--- config.mk ---
export PLATFORM = sky130hd
export DESIGN_NAME = eag_top
export DESIGN_NICKNAME = d
export VERILOG_FILES = /design/src/rtl/eag_pkg.sv /design/src/rtl/eag_datapath.sv /design/src/rtl/eag_ctrl.sv /design/src/rtl/eag_top.sv
export SDC_FILE = /design/constraint.sdc
export NUM_CORES = 1
export LEC_CHECK = 0
export ABC_CLOCK_PERIOD_IN_PS = 4180
export BUFFER_PORTS_ARGS = -buffer_cell sky130_fd_sc_hd__buf_4
export CAP_MARGIN = 10
export CORE_AREA = 2 2 116 140
export CTS_CLUSTER_SIZE = 20
export DETAILED_ROUTE_END_ITERATION = 12
export DIE_AREA = 0 0 118 142
export SYNTH_ARGS = -nofsm -noshare
export SYNTH_HDL_FRONTEND = slang
export SYNTH_SLANG_ARGS = --single-unit
--- constraint.sdc ---
create_clock -name clk -period 4.18 [get_ports clk]
set_input_delay 0.627 -clock clk [delete_from_list [all_inputs] [get_ports clk]]
set_output_delay 0.627 -clock clk [all_outputs]
set_load 0.02 [all_outputs]
--- src/rtl/eag_pkg.sv ---
package eag_pkg;
  localparam int CFG_W      = 32;
  localparam int RID_PORT_W = 6;
  localparam int EN_BIT     = 31;
  localparam int SYND_BIT   = 20;
  localparam logic [31:0] DSI_SYND = 32'h1 << SYND_BIT;

  typedef enum logic [1:0] {
    ST_IDLE  = 2'd0,
    ST_ISSUE = 2'd1,
    ST_WAIT  = 2'd2
  } eag_state_e;

  typedef struct packed {
    logic latchOp;
    logic latchRsp;
  } eag_strobe_t;
endpackage

--- src/rtl/eag_datapath.sv ---
module eag_datapath
  import eag_pkg::*;
#(
  parameter int RID_W = 6,
  parameter int AW    = 32,
  parameter int DW    = 32
) (
  input  logic              clk,
  input  logic              rst,
  input  logic              cfgWrEn,
  input  logic [CFG_W-1:0]  cfgWrData,
  input  logic              cfgHyp,
  output logic [CFG_W-1:0]  cfgWord,
  output logic [CFG_W-1:0]  cfgRdData,
  output logic              cfgPrivErr,
  input  eag_strobe_t       strobe,
  input  logic              reqStore,
  input  logic [AW-1:0]     reqAddr,
  input  logic [DW-1:0]     reqWdata,
  input  logic              reqDr,
  output logic              permitOk,
  output logic              misaligned,
  output logic              opStore,
  output logic [RID_PORT_W-1:0] devRid,
  output logic [AW-1:0]     devAddr,
  output logic [DW-1:0]     devWdata,
  input  logic [DW-1:0]     devRspData,
  output logic [DW-1:0]     doneData
);
  localparam int PAD_W = CFG_W - 1 - RID_W;

  logic             cfgEn;
  logic [RID_W-1:0] cfgRid;
  logic [RID_W-1:0] opRid;
  logic             privErrQ;

  always_ff @(posedge clk) begin
    if (rst) begin
      cfgEn    <= 1'b0;
      cfgRid   <= '0;
      privErrQ <= 1'b0;
    end else begin
      privErrQ <= cfgWrEn & ~cfgHyp;
      if (cfgWrEn && cfgHyp) begin
        cfgEn  <= cfgWrData[EN_BIT];
        cfgRid <= cfgWrData[RID_W-1:0];
      end
    end
  end

  assign cfgWord    = {cfgEn, {PAD_W{1'b0}}, cfgRid};
  assign cfgRdData  = cfgHyp ? cfgWord : '0;
  assign cfgPrivErr = privErrQ;

  assign permitOk   = cfgEn & reqDr;
  assign misaligned = |reqAddr[1:0];

  always_ff @(posedge clk) begin
    if (rst) begin
      opStore  <= 1'b0;
      opRid    <= '0;
      devAddr  <= '0;
      devWdata <= '0;
      doneData <= '0;
    end else begin
      if (strobe.latchOp) begin
        opStore  <= reqStore;
        opRid    <= cfgRid;
        devAddr  <= reqAddr;
        devWdata <= reqWdata;
      end
      if (strobe.latchRsp) doneData <= devRspData;
    end
  end

  generate
    if (RID_W < RID_PORT_W) begin : g_ridPad
      assign devRid = {{(RID_PORT_W-RID_W){1'b0}}, opRid};
    end else begin : g_ridFull
      assign devRid = opRid;
    end
  endgenerate
endmodule

--- src/rtl/eag_ctrl.sv ---
module eag_ctrl
  import eag_pkg::*;
(
  input  logic        clk,
  input  logic        rst,
  input  logic        reqValid,
  input  logic        invalPending,
  input  logic        permitOk,
  input  logic        misaligned,
  input  logic        opStore,
  input  logic        devReady,
  input  logic        devRspValid,
  output logic        reqReady,
  output logic        devValid,
  output logic        doneValid,
  output logic        dsiFault,
  output logic        alignFault,
  output eag_strobe_t strobe
);
  eag_state_e state;
  logic accept;

  assign reqReady = (state == ST_IDLE) & ~invalPending;
  assign accept   = reqValid & reqReady;
  assign devValid = (state == ST_ISSUE);

  always_comb begin
    strobe.latchOp  = accept & permitOk & ~misaligned;
    strobe.latchRsp = (state == ST_WAIT) & devRspValid;
  end

  always_ff @(posedge clk) begin
    if (rst) begin
      state      <= ST_IDLE;
      doneValid  <= 1'b0;
      dsiFault   <= 1'b0;
      alignFault <= 1'b0;
    end else begin
      doneValid  <= 1'b0;
      dsiFault   <= 1'b0;
      alignFault <= 1'b0;
      case (state)
        ST_IDLE: if (accept) begin
          if (!permitOk)      dsiFault   <= 1'b1;
          else if (misaligned) alignFault <= 1'b1;
          else                state      <= ST_ISSUE;
        end
        ST_ISSUE: if (devReady) begin
          if (opStore) begin
            doneValid <= 1'b1;
            state     <= ST_IDLE;
          end else begin
            state <= ST_WAIT;
          end
        end
        ST_WAIT: if (devRspValid) begin
          doneValid <= 1'b1;
          state     <= ST_IDLE;
        end
        default: state <= ST_IDLE;
      endcase
    end
  end
endmodule

--- src/rtl/eag_top.sv ---
module eag_top
  import eag_pkg::*;
#(
  parameter int RID_W = 6
) (
  input  logic        clk,
  input  logic        rst,
  input  logic        cfgWrEn,
  input  logic [31:0] cfgWrData,
  input  logic        cfgHyp,
  output logic [31:0] cfgRdData,
  output logic        cfgPrivErr,
  input  logic        reqValid,
  output logic        reqReady,
  input  logic        reqStore,
  input  logic [31:0] reqAddr,
  input  logic [31:0] reqWdata,
  input  logic        reqDr,
  input  logic        invalPending,
  output logic        doneValid,
  output logic [31:0] doneData,
  output logic        dsiFault,
  output logic [31:0] dsiSyndrome,
  output logic        alignFault,
  output logic        devValid,
  input  logic        devReady,
  output logic        devWrite,
  output logic [5:0]  devRid,
  output logic [31:0] devAddr,
  output logic [31:0] devWdata,
  input  logic        devRspValid,
  input  logic [31:0] devRspData
);
  eag_strobe_t strobe;
  logic [31:0] cfgWord;
  logic permitOk, misaligned, opStore;

  eag_datapath #(.RID_W(RID_W), .AW(32), .DW(32)) u_dp (
    .clk(clk), .rst(rst), .cfgWrEn(cfgWrEn), .cfgWrData(cfgWrData),
    .cfgHyp(cfgHyp), .cfgWord(cfgWord), .cfgRdData(cfgRdData),
    .cfgPrivErr(cfgPrivErr), .strobe(strobe), .reqStore(reqStore),
    .reqAddr(reqAddr), .reqWdata(reqWdata), .reqDr(reqDr),
    .permitOk(permitOk), .misaligned(misaligned), .opStore(opStore),
    .devRid(devRid), .devAddr(devAddr), .devWdata(devWdata),
    .devRspData(devRspData), .doneData(doneData)
  );

  eag_ctrl u_ctrl (
    .clk(clk), .rst(rst), .reqValid(reqValid), .invalPending(invalPending),
    .permitOk(permitOk), .misaligned(misaligned), .opStore(opStore),
    .devReady(devReady), .devRspValid(devRspValid), .reqReady(reqReady),
    .devValid(devValid), .doneValid(doneValid), .dsiFault(dsiFault),
    .alignFault(alignFault), .strobe(strobe)
  );

  assign devWrite    = opStore;
  assign dsiSyndrome = dsiFault ? DSI_SYND : 32'h0;
endmodule

==> results of run 1 <==
worst paths after layout:
path / start / end / slack, ns / cells past startpoint
max: u_ctrl.state[0]$_SDFFE_PP0P_ / u_dp.devWdata[6]$_SDFFE_PP0P_ / 1.53 / 7
min: u_dp.devRid[3]$_SDFFE_PP0P_ / u_dp.devRid[3]$_SDFFE_PP0P_ / 0.45 / 2
max reg2reg: u_ctrl.state[0]$_SDFFE_PP0P_ / u_dp.devWdata[6]$_SDFFE_PP0P_ / 1.53 / 7
min reg2reg: u_dp.devRid[3]$_SDFFE_PP0P_ / u_dp.devRid[3]$_SDFFE_PP0P_ / 0.45 / 2
routing by layer:
| metal | part of all wire (%) | wire (um) | global-route usage [%] | up-vias |
|---|---|---|---|---|
| met4 | 2.4 | 293 | 7.23 | 0 |
| li1 | - | - | - | 2163 |
| met1 | 41 | 5050 | 16.0 | 1869 |
| met2 | 48 | 6010 | 24.3 | 192 |
| met5 | 0 | 0 | 0 | - |
| met3 | 8.8 | 1100 | 5.93 | 20 |
cell families (layout without fill, tap and decap cells):
logic type,count (synthesis),after routing,synth area share (%)
AND/OR/NAND/NOR,246,246,22.3
flip-flops,116,116,51.1
AO/OA/AOI/OAI,111,111,12.3
buffers and inverters,98,266,12.8
adder cells (fa/ha/maj),4,4,1.10
other,1,56,0.0826
multiplexers,1,1,0.220
synth_stat cells, types with 2 or more instances:
cell type / instances
nor2_1: 2
and2_1: 8
ha_1: 4
clkbuf_1: 35
buf_4: 57
inv_1: 4
nor3b_1: 5
a21oi_1: 109
dfxtp_1: 116
nand2_1: 213
nand3_1: 8
state kept, by name, summed over array words and instances, names as in the netlist:
signal,flops
u_dp.devAddr,32
u_dp.devRid,6
u_dp.cfgPrivErr,1
u_dp.devWdata,32
u_ctrl.alignFault,1
u_ctrl.doneValid,1
u_dp.cfgRid,6
u_ctrl.dsiFault,1
u_dp.opStore,1
u_dp.cfgEn,1
u_ctrl.state,2
u_dp.doneData,32
layout make-up:
| class | instances | area share (%) |
|---|---|---|
| Sequential cell | 116 | 34.3 |
| Multi-Input combinational cell | 418 | 27.3 |
| Clock inverter | 10 | 1.99 |
| Clock buffer | 19 | 6.54 |
| Timing Repair Buffer | 233 | 25.8 |
| Tap cell | 208 | 3.84 |
| Inverter | 4 | 0.222 |
worst min-delay path: cells and delay by family, from the launching register on:
| kind | cells | cell delay, ns |
|---|---|---|
| flip-flops | 1 | 0.30 |
| AND/OR/NAND/NOR | 1 | 0.05 |
| AO/OA/AOI/OAI | 1 | 0.05 |
power groups by stage:
stage	Sequential [W]	Combinational [W]	Clock, W
after floorplan	0.00115	0.000136	0
after global placement	0.00114	0.000211	0
after detailed placement	0.00115	0.000212	0
after CTS	0.00112	0.000212	0.00148
after global routing	0.00112	0.000228	0.00152
final	0.00112	0.000211	0.00143
stage by stage:
step | power (W) | area [sq um]
global route | 0.00287 | 6780
CTS | 0.00281 | 6780
global placement | 0.00136 | 6200
finish | 0.00276 | 6780
floorplan | 0.00129 | 4750
detailed placement | 0.00136 | 6200
==> results.py, run 1 <==
metrics = {
    "critical_path": {
        "critical_path.top_delay_family": "simple AND/OR/NAND/NOR gates",
        "cp_max_fo": 62,
        "critPathMaxStageDelay_ns": 0.86,
        "cp_cell_sequence": "inv_1 -> ha_1 -> nand3b_1 -> or4_2 -> buf_4 -> nand2_1 -> a21oi_1",
        "cp-start-kind": "flip-flop",
        "crit_arrival_ns": 2.89,
        "worstPathRequired_ns": 4.43,
        "worst-setup-path-type": "reg2reg",
        "path_buf_inv": 2,
        "end_kind": "flip-flop",
        "crit_path_top_delay_cell": "or4_2",
    },
    "yosys": {
        "ys_ff_latch": 116,
        "yosysSeqAreaShare_pct": 51.1,
        "synth_edf_count": 0,
        "syn_inst": 577,
        "synth_area_per_cell_sq_um": 7.87,
        "ys.flop_type": "dfxtp_1",
        "async_reset_ff_share_pct": 0,
        "ys_warn_count": 0,
        "synth_area_leaders": "dfxtp_1, nand2_1, a21oi_1",
        "synth_top_cell_area_share_pct": 51.1,
        "yosysTopAreaCell": "dfxtp_1",
        "synth_area_sq_mm": 0.00454,
        "synth.distinct_cells": 27,
    },
    "timing": {
        "fmax_ghz": 0.378,
        "holdWs_ns": 0.451,
        "worst_slack_ns": 1.53,
        "worstMarginPinSlew_ns": 1.12,
        "rsz0062_at_grt": "false",
        "drv_slew": 0,
        "finalSetupViolCount": 0,
        "period_share_pct": 63.3,
        "clock_skew_ns": 0.00697,
        "post-route-min-period_ns": 2.65,
        "slew_headroom_pct": 24.9,
        "tns_ns": 0,
        "hold_viol": 0,
    },
    "routing": {
        "num_vias": 4244,
        "routed_via_density": 4.21,
        "ant_nets": 0,
        "drt_first_iter_violations": 150,
        "routed_wl_um": 12500,
        "drc_errors": 0,
        "wl_per_cell_um": 12.4,
        "dr.pass1.iters": 4,
    },
    "floorplan": {
        "core_area_sq_mm": 0.0155,
        "start_util_pct": 29.4,
        "io_pins": 311,
        "dieArea_sq_mm": 0.0168,
        "die_h_um": 142,
        "fp.dieW_um": 118,
        "fp-row-count": 50,
    },
    "outcome": {
        "outcome": "complete, no violations",
    },
    "clocking": {
        "cts-root-buf": "clkbuf_16",
        "postCtsSetupRepairBufs": 0,
        "clock_path_buffers": 2,
        "cts.sink_count": 116,
        "h-tree-depth": 4,
        "clk_latency_ns": 0.40,
        "cts_tree": "built",
        "clk_pin_slew_ns": 0.05,
        "numCtsBuffers": 17,
        "cts_resized": 0,
        "cts_hold_buffers": 0,
    },
    "pwr": {
        "powerDensity_mw_per_mm2": 407,
        "pwr-share-comb_pct": 7.6,
        "internal_power_w": 0.00215,
        "p_leak_nw": 2.89,
        "peakVddDrop_v": 0.000208,
        "seq_power_share_pct": 40.7,
        "clkPwrFrac_pct": 51.7,
        "power.net_switching_w": 0.000614,
        "switching_share_pct": 22.2,
    },
    "placed_design": {
        "gp_congestion": 0.745,
        "dp_cells": 979,
        "pre_cts_ws_ns": 1.40,
        "hpwl_um": 8650,
        "portBuffers": 229,
    },
    "finish": {
        "fin_cells": 1008,
        "mostFrequentLayoutCells": "buf_4, nand2_1, dfxtp_1, a21oi_1, conb_1",
        "multiInputGateArea_sq_mm": 0.00185,
        "utilization_pct": 43.9,
        "fin_nets": 932,
        "seq_area_sq_mm": 0.00232,
        "nFillCells": 1609,
        "drive_gt1_share_pct": 33.0,
        "syn2layout_area_growth_pct": 49.2,
        "insertedDiodeCount": 0,
        "final_common_cell": "buf_4",
    },
    "global_route": {
        "grt_antenna_before_repair": 0,
        "grt_pass1_wl_um": 19500,
        "overflow": 0,
        "grt_start_max_net_pins": 87,
        "grt_pass1_vias": 3997,
        "gr-usage-all-layers_pct": 14.5,
    },
    "hold_path": {
        "hp-class": "reg2reg",
    },
    "run": {
        "drv_cap": 0,
    },
}
Power figures use the tool's default switching activity.
==> inputs of run 2 (changes only) <==
Settings changed: ABC_CLOCK_PERIOD_IN_PS 4180 to 2400.
Clock period 4.18 ns to 2.4 ns, I/O delays scaled along.
==> results.py, run 2 (synthesized netlist as in run 1, its figures left out) <==
metrics = {
    "timing": {
        "worstMarginPinSlew_ns": 0.692,
        "clock_skew_ns": 0.00876,
        "tns_ns": 0,
        "post-route-min-period_ns": 2.07,
        "slew_headroom_pct": 53.8,
        "fmax_ghz": 0.484,
        "period_share_pct": 86.1,
        "finalSetupViolCount": 0,
        "hold_viol": 0,
        "drv_slew": 0,
        "rsz0062_at_grt": "false",
    },
    "critical_path": {
        "r2r_cells": 6,
        "r2r-end": "u_ctrl.state[0]$_SDFFE_PP0P_",
        "reg2reg_from": "u_ctrl.state[0]$_SDFFE_PP0P_",
        "worst-setup-path-type": "reg2reg",
        "r2r_slack_ns": 0.33,
        "end_kind": "flip-flop",
        "cp-startpoint": "u_ctrl.state[0]$_SDFFE_PP0P_",
        "cp-start-kind": "flip-flop",
        "worstPathRequired_ns": 2.74,
        "cp_max_fo": 5,
        "crit_arrival_ns": 2.41,
    },
    "clocking": {
        "h-tree-depth": 4,
        "clk_pin_slew_ns": 0.06,
        "cts_tree": "built",
        "clock_path_buffers": 2,
        "clk_latency_ns": 0.40,
        "numCtsBuffers": 17,
        "cts-root-buf": "clkbuf_16",
        "cts.sink_count": 116,
    },
    "pwr": {
        "peakVddDrop_v": 0.000363,
        "internal_power_w": 0.00355,
        "pwr-share-comb_pct": 8.0,
        "powerDensity_mw_per_mm2": 686,
        "seq_power_share_pct": 41.9,
        "switching_share_pct": 23.8,
        "power.net_switching_w": 0.00111,
        "clkPwrFrac_pct": 50.1,
        "p_leak_nw": 2.92,
    },
    "routing": {
        "drc_errors": 0,
        "dr.pass1.iters": 4,
        "routed_via_density": 4.21,
        "drt_first_iter_violations": 171,
        "ant_nets": 0,
        "num_vias": 4263,
        "routed_wl_um": 12600,
        "wl_per_cell_um": 12.4,
    },
    "placed_design": {
        "dp_cells": 981,
        "hpwl_um": 8690,
        "portBuffers": 229,
        "gp_congestion": 0.756,
    },
    "hold_path": {
        "worstHoldStart": "reqWdata[27]",
        "holdPathEnd": "u_dp.devWdata[27]$_SDFFE_PP0P_",
        "holdPathStages": 3,
        "hp-class": "in2reg",
    },
    "global_route": {
        "overflow": 0,
        "grt_antenna_before_repair": 0,
        "grt_pass1_wl_um": 19700,
        "grt_start_max_net_pins": 71,
        "grt_pass1_vias": 3908,
        "gr-usage-all-layers_pct": 14.7,
    },
    "floorplan": {
        "start_util_pct": 29.4,
        "io_pins": 311,
        "die_h_um": 142,
        "core_area_sq_mm": 0.0155,
        "fp-row-count": 50,
        "dieArea_sq_mm": 0.0168,
        "fp.dieW_um": 118,
    },
    "finish": {
        "drive_gt1_share_pct": 33.4,
        "mostFrequentLayoutCells": "buf_4, nand2_1, dfxtp_1, a21oi_1, conb_1",
        "final_common_cell": "buf_4",
        "fin_cells": 1013,
        "nFillCells": 1611,
        "syn2layout_area_growth_pct": 49.9,
        "fin_nets": 934,
        "insertedDiodeCount": 0,
        "top_regs": "u_dp.devAddr (32), u_dp.devWdata (32), u_dp.doneData (32)",
    },
    "outcome": {
        "outcome": "complete, no violations",
    },
    "run": {
        "drv_cap": 0,
    },
}
run 2: per-layer routing:
layer | vias up | track usage, % | share of wire (%)
met2 | 191 | 24.8 | 49
met4 | 0 | 4.95 | 1.0
met3 | 8 | 6.33 | 8.5
li1 | 2171 | - | -
met1 | 1893 | 16.8 | 42
met5 | - | 0 | 0
run 2: how the worst max path moves through the flow:
stage	endpoint	slack, ns	cells after the start
after floorplan	u_ctrl.state[0]$_SDFFE_PP0P_	0.42	7
final	u_ctrl.state[0]$_SDFFE_PP0P_	0.33	6
after CTS	u_ctrl.state[0]$_SDFFE_PP0P_	0.13	6
after global placement	u_ctrl.state[0]$_SDFFE_PP0P_	0.17	6
after detailed placement	u_ctrl.state[0]$_SDFFE_PP0P_	0.15	6
after global routing	u_ctrl.state[0]$_SDFFE_PP0P_	0.18	6
run 2: what timing repair did:
item | in CTS | in global routing
setup endpoints to repair | 0 | 1
hold buffers | 0 | 0
setup buffers | 0 | 0
resized for setup | 0 | 1
run 2: power by group through the flow:
stage	Combinational (W)	Clock [W]	Sequential (W)
finish	0.000374	0.00234	0.00195
global route	0.000405	0.00252	0.00195
CTS	0.000376	0.00241	0.00195
detailed placement	0.000375	0	0.00199
global placement	0.000373	0	0.00199
floorplan	0.000237	0	0.00200
run 2: per-stage QoR:
stage / total power [W] / worst slack [ns] / hold slack, ns / area [sq um] / utilization, %
after floorplan: 0.00224 / 0.419 / 0.441 / 4750 / -
after global routing: 0.00488 / 0.175 / 0.179 / 6810 / 44.0
after CTS: 0.00474 / 0.132 / 0.176 / 6800 / 44.0
after global placement: 0.00237 / 0.173 / 0.442 / 6250 / 40.5
after detailed placement: 0.00237 / 0.149 / 0.447 / 6250 / 40.5
final: 0.00467 / 0.333 / 0.202 / 6810 / 44.0
run 2: layout make-up:
cell class	instances	area (sq um)	share of cell area [%]
flip-flops and latches	116	2320	34.1
repair buffers	235	1800	26.5
inverters	4	15.0	0.221
clock buffers	19	443	6.51
clock inverters	13	110	1.62
well taps	208	260	3.82
multi-input cells	418	1850	27.2
run 2: worst max-delay path, stage by stage, from the launching register on:
cell and delay, ns:
dfxtp_1 0.31, inv_1 0.12, ha_1 0.25, nand3b_1 0.17, or4_4 0.57, or4b_1 0.51
nand4_1 0.08
==> inputs of run 3 (changes only) <==
Settings changed: CORE_AREA 2 2 116 140 to 2 2 121 147, DIE_AREA 0 0 118 142 to 0 0 123 149, SYNTH_HIERARCHICAL from default to 1.
==> results.py, run 3 <==
metrics = {
    "clocking": {
        "numCtsBuffers": 17,
        "clk_latency_ns": 0.40,
        "h-tree-depth": 4,
        "cts_resized": 0,
        "cts_tree": "built",
        "cts-root-buf": "clkbuf_16",
        "cts_hold_buffers": 0,
        "cts.sink_count": 116,
        "postCtsSetupRepairBufs": 0,
        "clk_pin_slew_ns": 0.06,
        "clock_path_buffers": 2,
    },
    "timing": {
        "tns_ns": 0,
        "fmax_ghz": 0.493,
        "post-route-min-period_ns": 2.03,
        "rsz0062_at_grt": "false",
        "hold_viol": 0,
        "worstMarginPinSlew_ns": 0.657,
        "slew_headroom_pct": 56.2,
        "drv_slew": 0,
        "finalSetupViolCount": 0,
        "clock_skew_ns": 0.00976,
        "holdWs_ns": 0.188,
        "period_share_pct": 84.6,
    },
    "pwr": {
        "p_leak_nw": 3.04,
        "p_total_w": 0.00473,
        "peakVddDrop_v": 0.000343,
        "powerDensity_mw_per_mm2": 677,
    },
    "finish": {
        "final_area_sq_mm": 0.00698,
        "utilization_pct": 40.8,
        "drive_gt1_share_pct": 39.1,
        "mostFrequentLayoutCells": "buf_4, dfxtp_1, mux2i_1, nor2_1, conb_1",
        "insertedDiodeCount": 0,
        "nFillCells": 1758,
        "final_common_cell": "buf_4",
        "syn2layout_area_growth_pct": 45.3,
        "fin_nets": 828,
        "top_regs": "u_dp/devAddr (32), u_dp/devWdata (32), u_dp/doneData (32)",
    },
    "global_route": {
        "grt_start_max_net_pins": 63,
        "gr-usage-all-layers_pct": 12.6,
        "grt_antenna_before_repair": 0,
        "grt_pass1_vias": 3477,
        "grt_pass1_wl_um": 17700,
        "overflow": 0,
    },
    "yosys": {
        "ys_warn_count": 6,
        "syn_inst": 464,
        "synth_area_per_cell_sq_um": 10.3,
        "synth_area_sq_mm": 0.00480,
    },
    "floorplan": {
        "die_h_um": 149,
        "fp.dieW_um": 123,
        "dieArea_sq_mm": 0.0183,
        "fp-row-count": 53,
        "core_area_sq_mm": 0.0171,
        "start_util_pct": 28.1,
        "io_pins": 311,
    },
    "critical_path": {
        "worst-setup-path-type": "reg2reg",
        "cp-startpoint": "u_ctrl/state[0]$_SDFFE_PP0P_",
        "critPathMaxStageDelay_ns": 0.35,
        "worstPathRequired_ns": 2.68,
        "cp_max_fo": 36,
        "end_kind": "flip-flop",
        "crit_path_top_delay_cell": "nor3b_2",
        "cp_cell_sequence": "inv_1 -> ha_1 -> nor2b_1 -> nand2_1 -> nor3b_2 -> buf_12 -> mux2i_1 -> nor2_1",
        "crit_arrival_ns": 2.31,
        "reg2reg_from": "u_ctrl/state[0]$_SDFFE_PP0P_",
        "cp-start-kind": "flip-flop",
    },
    "run": {
        "drv_cap": 0,
    },
    "placed_design": {
        "gp_congestion": 0.712,
        "place_area_sq_mm": 0.00643,
        "portBuffers": 229,
        "hpwl_um": 8200,
    },
    "routing": {
        "routed_wl_um": 11700,
        "drt_first_iter_violations": 100,
        "wl_per_cell_um": 12.8,
        "dr.pass1.iters": 4,
        "routed_via_density": 4.04,
        "ant_nets": 0,
        "drc_errors": 0,
        "num_vias": 3712,
    },
    "outcome": {
        "outcome": "complete, no violations",
    },
    "hold_path": {
        "worstHoldStart": "devRspData[1]",
        "hp-class": "in2reg",
    },
}
-- run 3: critical path, delay by kind of cell, from the launching register on --
family / cells / cell delay, ns
fa+ha+maj: 1 / 0.18
buf+inv: 2 / 0.41
flops: 1 / 0.32
mux: 1 / 0.23
simple gates: 4 / 0.72
-- run 3: metal layers --
| metal | wire length [um] | GRT usage (%) | vias up |
|---|---|---|---|
| met3 | 1040 | 5.50 | 16 |
| met2 | 5920 | 21.6 | 152 |
| met1 | 4520 | 13.6 | 1684 |
| met5 | 0 | 0 | - |
| met4 | 223 | 5.00 | 0 |
| li1 | - | - | 1860 |
-- run 3: path summary, 6_finish.rpt --
kind                            depth (start not counted)  slack [ns]                        endpoint
worst max register to register                          8        0.37  u_dp/devWdata[27]$_SDFFE_PP0P_
worst min register to register                          2        0.49   u_dp/doneData[9]$_SDFFE_PP0P_
worst min-delay path                                    3        0.19   u_dp/doneData[1]$_SDFFE_PP0P_
worst max-delay path                                    8        0.37  u_dp/devWdata[27]$_SDFFE_PP0P_
-- run 3: cell type report --
cell class	count	area, sq um	area share (%)
Timing Repair Buffer	233	1800	25.8
Sequential cell	116	2320	33.3
Multi-Input combinational cell	314	2010	28.9
Tap cell	220	275	3.95
Inverter	4	15.0	0.215
Clock inverter	10	110	1.58
Clock buffer	21	440	6.31
-- run 3: power breakdown --
group | internal, W | switching (W) | total [W]
registers | 0.00194 | 0.00000991 | 0.00195
logic | 0.000186 | 0.000210 | 0.000396
clock network | 0.00151 | 0.000864 | 0.00238
total | 0.00364 | 0.00108 | 0.00473
-- run 3: through the flow --
step / setup slack [ns] / instances
final: 0.371 / 918
after global routing: 0.145 / 918
after CTS: 0.373 / 918
after detailed placement: 0.402 / 887
after global placement: 0.414 / 887
after floorplan: 0.412 / 518
